$ cat config.mk
export PLATFORM = sky130hd
export DESIGN_NAME = gpio_port
export DESIGN_NICKNAME = d
export VERILOG_FILES = /design/src/rtl/gpio_pkg.sv /design/src/rtl/gpio_sync.sv /design/src/rtl/gpio_edge.sv /design/src/rtl/gpio_mux.sv /design/src/rtl/gpio_port.sv
export SDC_FILE = /design/constraint.sdc
export NUM_CORES = 1
export LEC_CHECK = 0
export ABC_AREA = 1
export CAP_MARGIN = 5
export CORE_UTILIZATION = 40
export DETAILED_ROUTE_END_ITERATION = 10
export GPL_ROUTABILITY_DRIVEN = 0
export SYNTH_ARGS = -nofsm -noshare
export SYNTH_HDL_FRONTEND = slang
export SYNTH_SLANG_ARGS = --single-unit
$ cat constraint.sdc
create_clock -name clk -period 2.59 [get_ports clk]
set_input_delay 0.777 -clock clk [delete_from_list [all_inputs] [get_ports clk]]
set_output_delay 0.777 -clock clk [all_outputs]
set_load 0.1 [all_outputs]
$ cat src/rtl/gpio_pkg.sv
package gpio_pkg;
  // Per-pin function code: {second select, select}
  typedef enum logic [1:0] {
    FN_IO  = 2'b00,
    FN_PRI = 2'b01,
    FN_RSV = 2'b10,
    FN_SEC = 2'b11
  } pin_fn_e;
endpackage

$ cat src/rtl/gpio_sync.sv
module gpio_sync #(
  parameter int unsigned W = 8
) (
  input  logic         clk,
  input  logic         rst,
  input  logic [W-1:0] async_i,
  output logic [W-1:0] sync_o
);
  logic [W-1:0] stage1_q, stage2_q;

  always_ff @(posedge clk) begin
    if (rst) begin
      stage1_q <= '0;
      stage2_q <= '0;
    end else begin
      stage1_q <= async_i;
      stage2_q <= stage1_q;
    end
  end

  assign sync_o = stage2_q;
endmodule

$ cat src/rtl/gpio_edge.sv
module gpio_edge #(
  parameter int unsigned W = 8
) (
  input  logic         clk,
  input  logic         rst,
  input  logic [W-1:0] lvl_i,
  input  logic [W-1:0] pol_i,
  output logic [W-1:0] hit_o
);
  logic [W-1:0] prev_q;

  always_ff @(posedge clk) begin
    if (rst) prev_q <= '0;
    else     prev_q <= lvl_i;
  end

  for (genvar i = 0; i < W; i++) begin : g_det
    logic rise, fall;
    assign rise     = lvl_i[i] & ~prev_q[i];
    assign fall     = ~lvl_i[i] & prev_q[i];
    assign hit_o[i] = pol_i[i] ? fall : rise;
  end
endmodule

$ cat src/rtl/gpio_mux.sv
module gpio_mux
  import gpio_pkg::*;
#(
  parameter int unsigned W = 8
) (
  input  logic [W-1:0] sel_i,
  input  logic [W-1:0] sel2_i,
  input  logic [W-1:0] out_i,
  input  logic [W-1:0] dir_i,
  input  logic [W-1:0] pri_out_i,
  input  logic [W-1:0] sec_out_i,
  input  logic [W-1:0] lvl_i,
  output logic [W-1:0] drv_o,
  output logic [W-1:0] oe_o,
  output logic [W-1:0] pri_in_o,
  output logic [W-1:0] sec_in_o
);
  for (genvar i = 0; i < W; i++) begin : g_pin
    pin_fn_e fn;
    logic    d, e, pi, si;
    assign fn = pin_fn_e'({sel2_i[i], sel_i[i]});

    always_comb begin
      d  = 1'b0;
      e  = 1'b0;
      pi = 1'b0;
      si = 1'b0;
      unique case (fn)
        FN_IO:  begin d = out_i[i];     e = dir_i[i]; end
        FN_PRI: begin d = pri_out_i[i]; e = dir_i[i]; pi = lvl_i[i]; end
        FN_SEC: begin d = sec_out_i[i]; e = dir_i[i]; si = lvl_i[i]; end
        default: ;
      endcase
    end

    assign drv_o[i]    = d;
    assign oe_o[i]     = e;
    assign pri_in_o[i] = pi;
    assign sec_in_o[i] = si;
  end
endmodule

$ cat src/rtl/gpio_port.sv
module gpio_port #(
  parameter int unsigned          WIDTH    = 8,
  parameter int unsigned          ADDR_W   = 8,
  parameter logic [ADDR_W-1:0]    ADR_IN   = 'h20,
  parameter logic [ADDR_W-1:0]    ADR_OUT  = 'h21,
  parameter logic [ADDR_W-1:0]    ADR_DIR  = 'h22,
  parameter logic [ADDR_W-1:0]    ADR_FLAG = 'h23,
  parameter logic [ADDR_W-1:0]    ADR_POL  = 'h24,
  parameter logic [ADDR_W-1:0]    ADR_IEN  = 'h25,
  parameter logic [ADDR_W-1:0]    ADR_SEL  = 'h26,
  parameter logic [ADDR_W-1:0]    ADR_PULL = 'h27,
  parameter logic [ADDR_W-1:0]    ADR_SEL2 = 'h41
) (
  input  logic              clk,
  input  logic              rst,
  input  logic              puc,
  input  logic              bus_we,
  input  logic [ADDR_W-1:0] bus_addr,
  input  logic [WIDTH-1:0]  bus_wdata,
  output logic [WIDTH-1:0]  bus_rdata,
  input  logic [WIDTH-1:0]  pin_in,
  output logic [WIDTH-1:0]  pad_out,
  output logic [WIDTH-1:0]  pad_oe,
  output logic [WIDTH-1:0]  pull_en,
  input  logic [WIDTH-1:0]  pri_out,
  input  logic [WIDTH-1:0]  sec_out,
  output logic [WIDTH-1:0]  pri_in,
  output logic [WIDTH-1:0]  sec_in,
  output logic              irq
);
  logic [WIDTH-1:0] out_q, dir_q, flag_q, pol_q, ien_q, sel_q, sel2_q, pull_q;
  logic [WIDTH-1:0] lvl, edge_hit;
  logic [WIDTH-1:0] mux_drv, mux_oe, mux_pri, mux_sec;
  logic [WIDTH-1:0] rd_mux;

  logic wr_out, wr_dir, wr_flag, wr_pol, wr_ien, wr_sel, wr_sel2, wr_pull;
  assign wr_out  = bus_we && (bus_addr == ADR_OUT);
  assign wr_dir  = bus_we && (bus_addr == ADR_DIR);
  assign wr_flag = bus_we && (bus_addr == ADR_FLAG);
  assign wr_pol  = bus_we && (bus_addr == ADR_POL);
  assign wr_ien  = bus_we && (bus_addr == ADR_IEN);
  assign wr_sel  = bus_we && (bus_addr == ADR_SEL);
  assign wr_sel2 = bus_we && (bus_addr == ADR_SEL2);
  assign wr_pull = bus_we && (bus_addr == ADR_PULL);

  gpio_sync #(.W(WIDTH)) u_sync (
    .clk(clk), .rst(rst), .async_i(pin_in), .sync_o(lvl)
  );

  gpio_edge #(.W(WIDTH)) u_edge (
    .clk(clk), .rst(rst), .lvl_i(lvl), .pol_i(pol_q), .hit_o(edge_hit)
  );

  gpio_mux #(.W(WIDTH)) u_mux (
    .sel_i(sel_q), .sel2_i(sel2_q), .out_i(out_q), .dir_i(dir_q),
    .pri_out_i(pri_out), .sec_out_i(sec_out), .lvl_i(lvl),
    .drv_o(mux_drv), .oe_o(mux_oe), .pri_in_o(mux_pri), .sec_in_o(mux_sec)
  );

  // Polarity survives power-up-clear; only the full reset clears it.
  always_ff @(posedge clk) begin
    if (rst)         pol_q <= '0;
    else if (wr_pol) pol_q <= bus_wdata;
  end

  // Control registers: power-up-clear outranks bus writes and edges.
  always_ff @(posedge clk) begin
    if (rst || puc) begin
      out_q  <= '0;
      dir_q  <= '0;
      flag_q <= '0;
      ien_q  <= '0;
      sel_q  <= '0;
      sel2_q <= '0;
      pull_q <= '0;
    end else begin
      if (wr_out)  out_q  <= bus_wdata;
      if (wr_dir)  dir_q  <= bus_wdata;
      if (wr_ien)  ien_q  <= bus_wdata;
      if (wr_sel)  sel_q  <= bus_wdata;
      if (wr_sel2) sel2_q <= bus_wdata;
      if (wr_pull) pull_q <= bus_wdata;
      flag_q <= edge_hit | (wr_flag ? bus_wdata : flag_q);
    end
  end

  always_comb begin
    rd_mux = '0;
    if      (bus_addr == ADR_IN)   rd_mux = lvl;
    else if (bus_addr == ADR_OUT)  rd_mux = out_q;
    else if (bus_addr == ADR_DIR)  rd_mux = dir_q;
    else if (bus_addr == ADR_FLAG) rd_mux = flag_q;
    else if (bus_addr == ADR_POL)  rd_mux = pol_q;
    else if (bus_addr == ADR_IEN)  rd_mux = ien_q;
    else if (bus_addr == ADR_SEL)  rd_mux = sel_q;
    else if (bus_addr == ADR_PULL) rd_mux = pull_q;
    else if (bus_addr == ADR_SEL2) rd_mux = sel2_q;
  end

  always_ff @(posedge clk) begin
    if (rst) begin
      bus_rdata <= '0;
      pad_out   <= '0;
      pad_oe    <= '0;
      pri_in    <= '0;
      sec_in    <= '0;
      irq       <= 1'b0;
    end else begin
      bus_rdata <= rd_mux;
      pad_out   <= mux_drv;
      pad_oe    <= mux_oe;
      pri_in    <= mux_pri;
      sec_in    <= mux_sec;
      irq       <= |(flag_q & ien_q & ~sel_q);
    end
  end

  assign pull_en = pull_q;
endmodule

Word level (Yosys, flattened, before mapping)
Cells that the tools add are included.
- output and inout port bits: 49
- bits of input ports: 44
- logic and storage cells: 199
- register bits: 129
- eq/ne operators: 25
- bitwise gates (word level): 60
- reductions and logical operators: 50
- muxes and demuxes: 26
- operator list (operator ; count):
    $mux W8 ; 10
    $eq A8 B6 Y1 const B ; 8
    $reduce_or A2 Y1 ; 24
    $not A1 Y1 ; 40
    $pmux W1 S3 ; 8
    $reduce_or A3 Y1 ; 8
    $and A1 B1 Y1 ; 16
    $and A8 B8 Y8 ; 2
    $eq A2 B1 Y1 const B ; 8
    $eq A2 B2 Y1 const B ; 8
    $logic_not A2 Y1 ; 8
    $eq A8 B7 Y1 const B ; 1
    $logic_and A1 B1 Y1 ; 8
    $mux W1 ; 8
    $not A8 Y8 ; 1
    $or A8 B8 Y8 ; 1
    $reduce_or A8 Y1 ; 1
    $logic_or A1 B1 Y1 ; 1

Longest topological paths before layout
- depth after elaboration: 10
- gate-level depth with buffers: 12
- gate-level depth less buffers: 11

Cells and area by module
Synthesis repeated with hierarchy kept, for this count alone.
- cell total of the unflattened synthesis: 816
- area total of the unflattened synthesis: 5834.3 µm²
- by module, submodules not included (module ; cells each ; area an instance (µm²) ; times used ; seq. area each (µm²)):
    gpio_port ; 581 ; 4242.8 ; 1 ; 2102.0
    gpio_mux ; 120 ; 695.7 ; 1 ; 0.0
    gpio_sync ; 50 ; 474.2 ; 1 ; 320.3
    gpio_edge ; 65 ; 421.7 ; 1 ; 160.2

Least setup slack after synthesis
No wires, ideal clock.
- path kind: input to register
- start point: input port bus_addr[7]
- end point: register dir_q[1]
- stages: 9
- path slack: 0.721 ns
- buffers on the path: 1
- arrival: 1.750 ns
- required time: 2.471 ns
- cell sequence: inv_1 -> nand2_1 -> nor2_4 -> nand2_4 -> nor2_4 -> nand2_2 -> buf_2 -> o21ai_0 -> a21oi_1
- longest elaborated chain between the ends: 2
- RTL lines (what ; line ; source):
    start: declaration ; gpio_port.sv:18 ; input logic [ADDR_W-1:0] bus_addr,
    $eq A8 B6 Y1 ; gpio_port.sv:38 ; assign wr_dir = bus_we && (bus_addr == ADR_DIR);
    $logic_and A1 B1 Y1 ; gpio_port.sv:38 ;
    end signal: assignment ; gpio_port.sv:78 ; if (wr_dir) dir_q <= bus_wdata;
    end: declaration ; gpio_port.sv:31 ; logic [WIDTH-1:0] out_q, dir_q, flag_q, pol_q, ien_q, sel_q, sel2_q, pull_q;
Every way passes these cells.
A chain may end at the register's enable or synchronous reset.

Final worst setup path
- start point: input port bus_addr[5]
- end point: register ien_q[7]
- longest elaborated chain between the ends: 2
- RTL lines (what ; line ; source):
    $eq A8 B6 Y1 ; gpio_port.sv:41 ; assign wr_ien = bus_we && (bus_addr == ADR_IEN);
    $logic_and A1 B1 Y1 ; gpio_port.sv:41 ;
    end signal: assignment ; gpio_port.sv:79 ; if (wr_ien) ien_q <= bus_wdata;
    end: declaration ; gpio_port.sv:31 ;
Every way passes these cells.

==> summary by stage <==
Yosys
The main combinational cell family by area after synthesis is simple AND/OR/NAND/NOR gates. In the synthesized netlist, mux cells make up 0% of the area. The most used flip-flop cell after synthesis is sky130_fd_sc_hd__dfxtp_1. The synthesized area per cell is 7.513 µm². The number of flops mapped to enable cells by yosys is 0. The synthesized netlist contains 26 unique library cells. The xor and xnor fraction of the mapped netlist area is 0%. Of the total synthesized cell area, the portion taken by full adders, half adders and majority gates is 0%. The complex-gate fraction of the synthesized area is 14.86%. The flip-flop and latch count after synthesis is 129. For this run, the number of Yosys warnings is 0. In the synthesized netlist the async set-or-reset flop fraction comes to 0%. After technology mapping, the gate count stands at 704.

Counting every net in the synthesized netlist gives 748. The share of the Yosys chip area taken by registers is 48.83%. The synthesized netlist occupies a cell area of 0.005289 mm². After Yosys synthesis, and, or, nand and nor cells account for 24.01% of the synthesized area.

Critical path
The startpoint type of the worst setup path is an input port. The number of cells on the worst reg-to-reg path is 4. The critical path is of the in -> reg type.

The worst register-to-register path has a setup slack of 1.42 ns. The endpoint identified for the worst register-to-register timing path is irq$_SDFF_PP0_. STA puts the critical path data arrival time at 2.53 ns. The largest delay contributor family on the critical path is buffers and inverters.

The signal on the critical path passes through clkdlybuf4s50_1 -> nand2_1 -> nor2_4 -> buf_4 -> nand3_2 -> inv_2 -> nand2_2 -> o21ai_0 -> a21oi_1. The start point of the critical path is bus_addr[5]. The worst-path cell with the longest stage delay is sky130_fd_sc_hd__clkdlybuf4s50_1.

Counting both buffers and inverters, the worst setup path holds a total of 3. In this run the critical register-to-register path is launched from sel_q[4]$_SDFFE_PP0P_. The required time of the worst setup path is 2.90 ns. The number of stages on the worst setup path is 9.

STA classifies the critical path endpoint as a flip-flop. In this run the worst path has a maximum fanout of 14. The timing endpoint of the critical path is ien_q[7]$_SDFFE_PP0P_. In this design, the stage delay of the slowest critical-path cell is 0.48 ns.

GRT
The number of antenna violations at the first check in global routing is 0. After global routing, the most crowded layer is met2. The met3 layer usage reported by global route is 5.304%.

For this run, global-route usage on met2 was measured as 33.73%. The via count of the first global-routing pass is 4,304. For this run, global-route usage on met1 was measured as 30.82%. The total track usage is 22.37%. The first-pass GRT wire length is 22,310 µm. The overall overflow remaining after global route is 0.

Entering global routing, the biggest net connects 35 pins.

Placed design
The count of input and output buffers is 92. Detailed placement ended at an HPWL of 10,620 µm.

Die
The die outline area is 0.01369 mm². The core region area is 0.01277 mm². The die span in x is 117.0 µm. The starting density of the core is 41.40%.

The number of top-level pins is 93. The number of placement rows is 41. From bottom edge to top edge, the die measures 117.0 µm.

Route
The count of vias placed by the detailed router is 4,854. In this run the remaining antenna-violating nets after routing total 0. Summed over all layers, the routed wires come to 14,460 µm. For this run, design rule violations remaining after detail routing come to 0.

The detailed router finished its first iteration with 390 violations. The number of detailed-route iterations in the first pass is 5. The average vias per placed instance is 4.908. After detailed routing, the average wire length per cell comes to 14.62 µm.

Timing
Setup violations remaining at the end of the flow were counted as 0. The worst path in the final design needs a cycle of 2.221 ns, including I/O delays and setup. The worst hold margin is 0.4003 ns.

Static timing analysis puts the maximum clock frequency at 450.2 MHz. At the pin with the least slew margin, the transition time is 0.4286 ns. The relative slew slack is 71.25%. Of the available clock period, the critical path in the final layout requires 85.76%. The setup TNS is 0 ns. The worst setup skew after layout is 0.007999 ns. Setup repair after global routing left no endpoint under its margin.

The number of max-slew violations in the final report is 0. The number of hold violations in the final report is 0.

Cells and area
For this run, the post-layout net count is 850. Cells fill 53.72% of the core in the end. In the layout the commonest cells are 132 x sky130_fd_sc_hd__inv_1, 129 x sky130_fd_sc_hd__dfxtp_1, 94 x sky130_fd_sc_hd__nand2_1. 0 antenna diodes ended up in the layout.

The ratio of cells with drive above 1 in the final layout is 14.69%. Relative to the synthesized area, the layout overhead comes to 29.74%. The most common cell after layout, fill and taps aside is sky130_fd_sc_hd__inv_1.

Power and ir drop
Summed over all cells, the static leakage comes to 2.824 nW. The power per cell area is 664.7 mW/mm². The largest voltage drop on the vdd net is 356.1 µV.

Clock network
TritonCTS created 17 clock buffers. The CTS tree is yes. The number of buffers on the longest clock path is 2. The clock sink total is 129. The CTS clock-pin slew for the worst setup and hold paths is 0.06 ns. Buffers added to address setup during post-CTS repair amount to 0. The number of levels the H-tree was split into is 4. The clock root buffer master is sky130_fd_sc_hd__clkbuf_16. The insertion delay to the later sink of the worst-skew pair is 0.43 ns. The number of cells upsized or downsized after cts is 0. In this run, post-CTS hold repair placed 0 buffers.

Hold path
The path class of the tightest hold or removal check is reg -> reg.

Job
Across the run, the number of max-cap violations was 0.

Outcome
The run finished with clean final reports.
==> cell type report <==
type	instances	area [µm²]
multi-input combinational	413	2058
sequential	129	2582
clock buffer	24	491.7
inverter	140	525.5
timing repair buffer	105	908.4
fill	1211	5912
tap	172	215.2
clock inverter	6	80.08
==> metal layers <==
layer | part of all wire, % | routed length (µm) | up-vias
li1 | - | - | 2471
met1 | 48 | 6905 | 2214
met2 | 44 | 6404 | 147
met3 | 6.1 | 883 | 22
met4 | 1.8 | 263 | 0
met5 | 0 | 0 | -
==> cells by family (layout without fill, tap and decap cells) <==
logic type / Yosys count / in the layout
AO/OA/AOI/OAI: 141 / 141
buffers and inverters: 162 / 275
flip-flops: 129 / 129
AND/OR/NAND/NOR: 272 / 272
==> worst reg2reg max path, stage by stage (launching register included) <==
cell and delay [ns]:
sky130_fd_sc_hd__dfxtp_1 0.40, sky130_fd_sc_hd__inv_1 0.17, sky130_fd_sc_hd__nand3_1 0.12, sky130_fd_sc_hd__nand4_1 0.14, sky130_fd_sc_hd__o21a_1 0.23
==> cells in the mapped netlist, types with 8 or more instances <==
| master | n | area share [%] |
|---|---|---|
| sky130_fd_sc_hd__inv_1 | 132 | 9.4 |
| sky130_fd_sc_hd__dfxtp_1 | 129 | 49 |
| sky130_fd_sc_hd__nand2_1 | 94 | 6.7 |
| sky130_fd_sc_hd__nand3_1 | 69 | 6.5 |
| sky130_fd_sc_hd__a21oi_1 | 60 | 5.7 |
| sky130_fd_sc_hd__nor2_1 | 60 | 4.3 |
| sky130_fd_sc_hd__o21ai_0 | 46 | 4.4 |
| sky130_fd_sc_hd__nor3_1 | 16 | 1.5 |
| sky130_fd_sc_hd__nand4_1 | 10 | 1.2 |
| sky130_fd_sc_hd__o2111ai_1 | 10 | 1.7 |
| sky130_fd_sc_hd__a211oi_1 | 8 | 1.1 |
| sky130_fd_sc_hd__nor2_4 | 8 | 1.7 |
| sky130_fd_sc_hd__o211ai_1 | 8 | 1.1 |
| sky130_fd_sc_hd__o21ai_1 | 8 | 0.76 |
==> stage by stage <==
stage | power [W] | setup slack [ns] | cell area [µm²] | cells
floorplan | 0.002161 | 0.7209 | 5289 | 704
detailed placement | 0.002285 | -0.01104 | 6290 | 959
global placement | 0.002282 | 0.04408 | 6290 | 959
global route | 0.004713 | 0.2720 | 6862 | 989
finish | 0.004561 | 0.3687 | 6862 | 989
CTS | 0.004591 | 0.3936 | 6862 | 989
==> where the power goes <==
part           leakage (nW)  internal (W)  switching [W]  total (W)
Combinational          1.49     0.0000977       0.000133   0.000231
Sequential             1.04       0.00201     0.00000963    0.00202
Clock                 0.286       0.00150       0.000817    0.00231
Total                  2.82       0.00360       0.000959    0.00456
==> how the worst min path moves through the flow <==
stage | startpoint | endpoint | slack (ns) | depth (start not counted)
CTS | u_sync.stage1_q[5]$_SDFF_PP0_ | u_sync.sync_o[5]$_SDFF_PP0_ | 0.40 | 2
detailed placement | u_sync.stage1_q[5]$_SDFF_PP0_ | u_sync.sync_o[5]$_SDFF_PP0_ | 0.39 | 2
global placement | u_sync.stage1_q[7]$_SDFF_PP0_ | u_sync.sync_o[7]$_SDFF_PP0_ | 0.39 | 2
finish | u_sync.stage1_q[5]$_SDFF_PP0_ | u_sync.sync_o[5]$_SDFF_PP0_ | 0.40 | 2
global route | u_sync.stage1_q[4]$_SDFF_PP0_ | u_sync.sync_o[4]$_SDFF_PP0_ | 0.41 | 2
floorplan | u_sync.stage1_q[0]$_SDFF_PP0_ | u_sync.sync_o[0]$_SDFF_PP0_ | 0.39 | 2
Power figures use the tool's default switching activity.
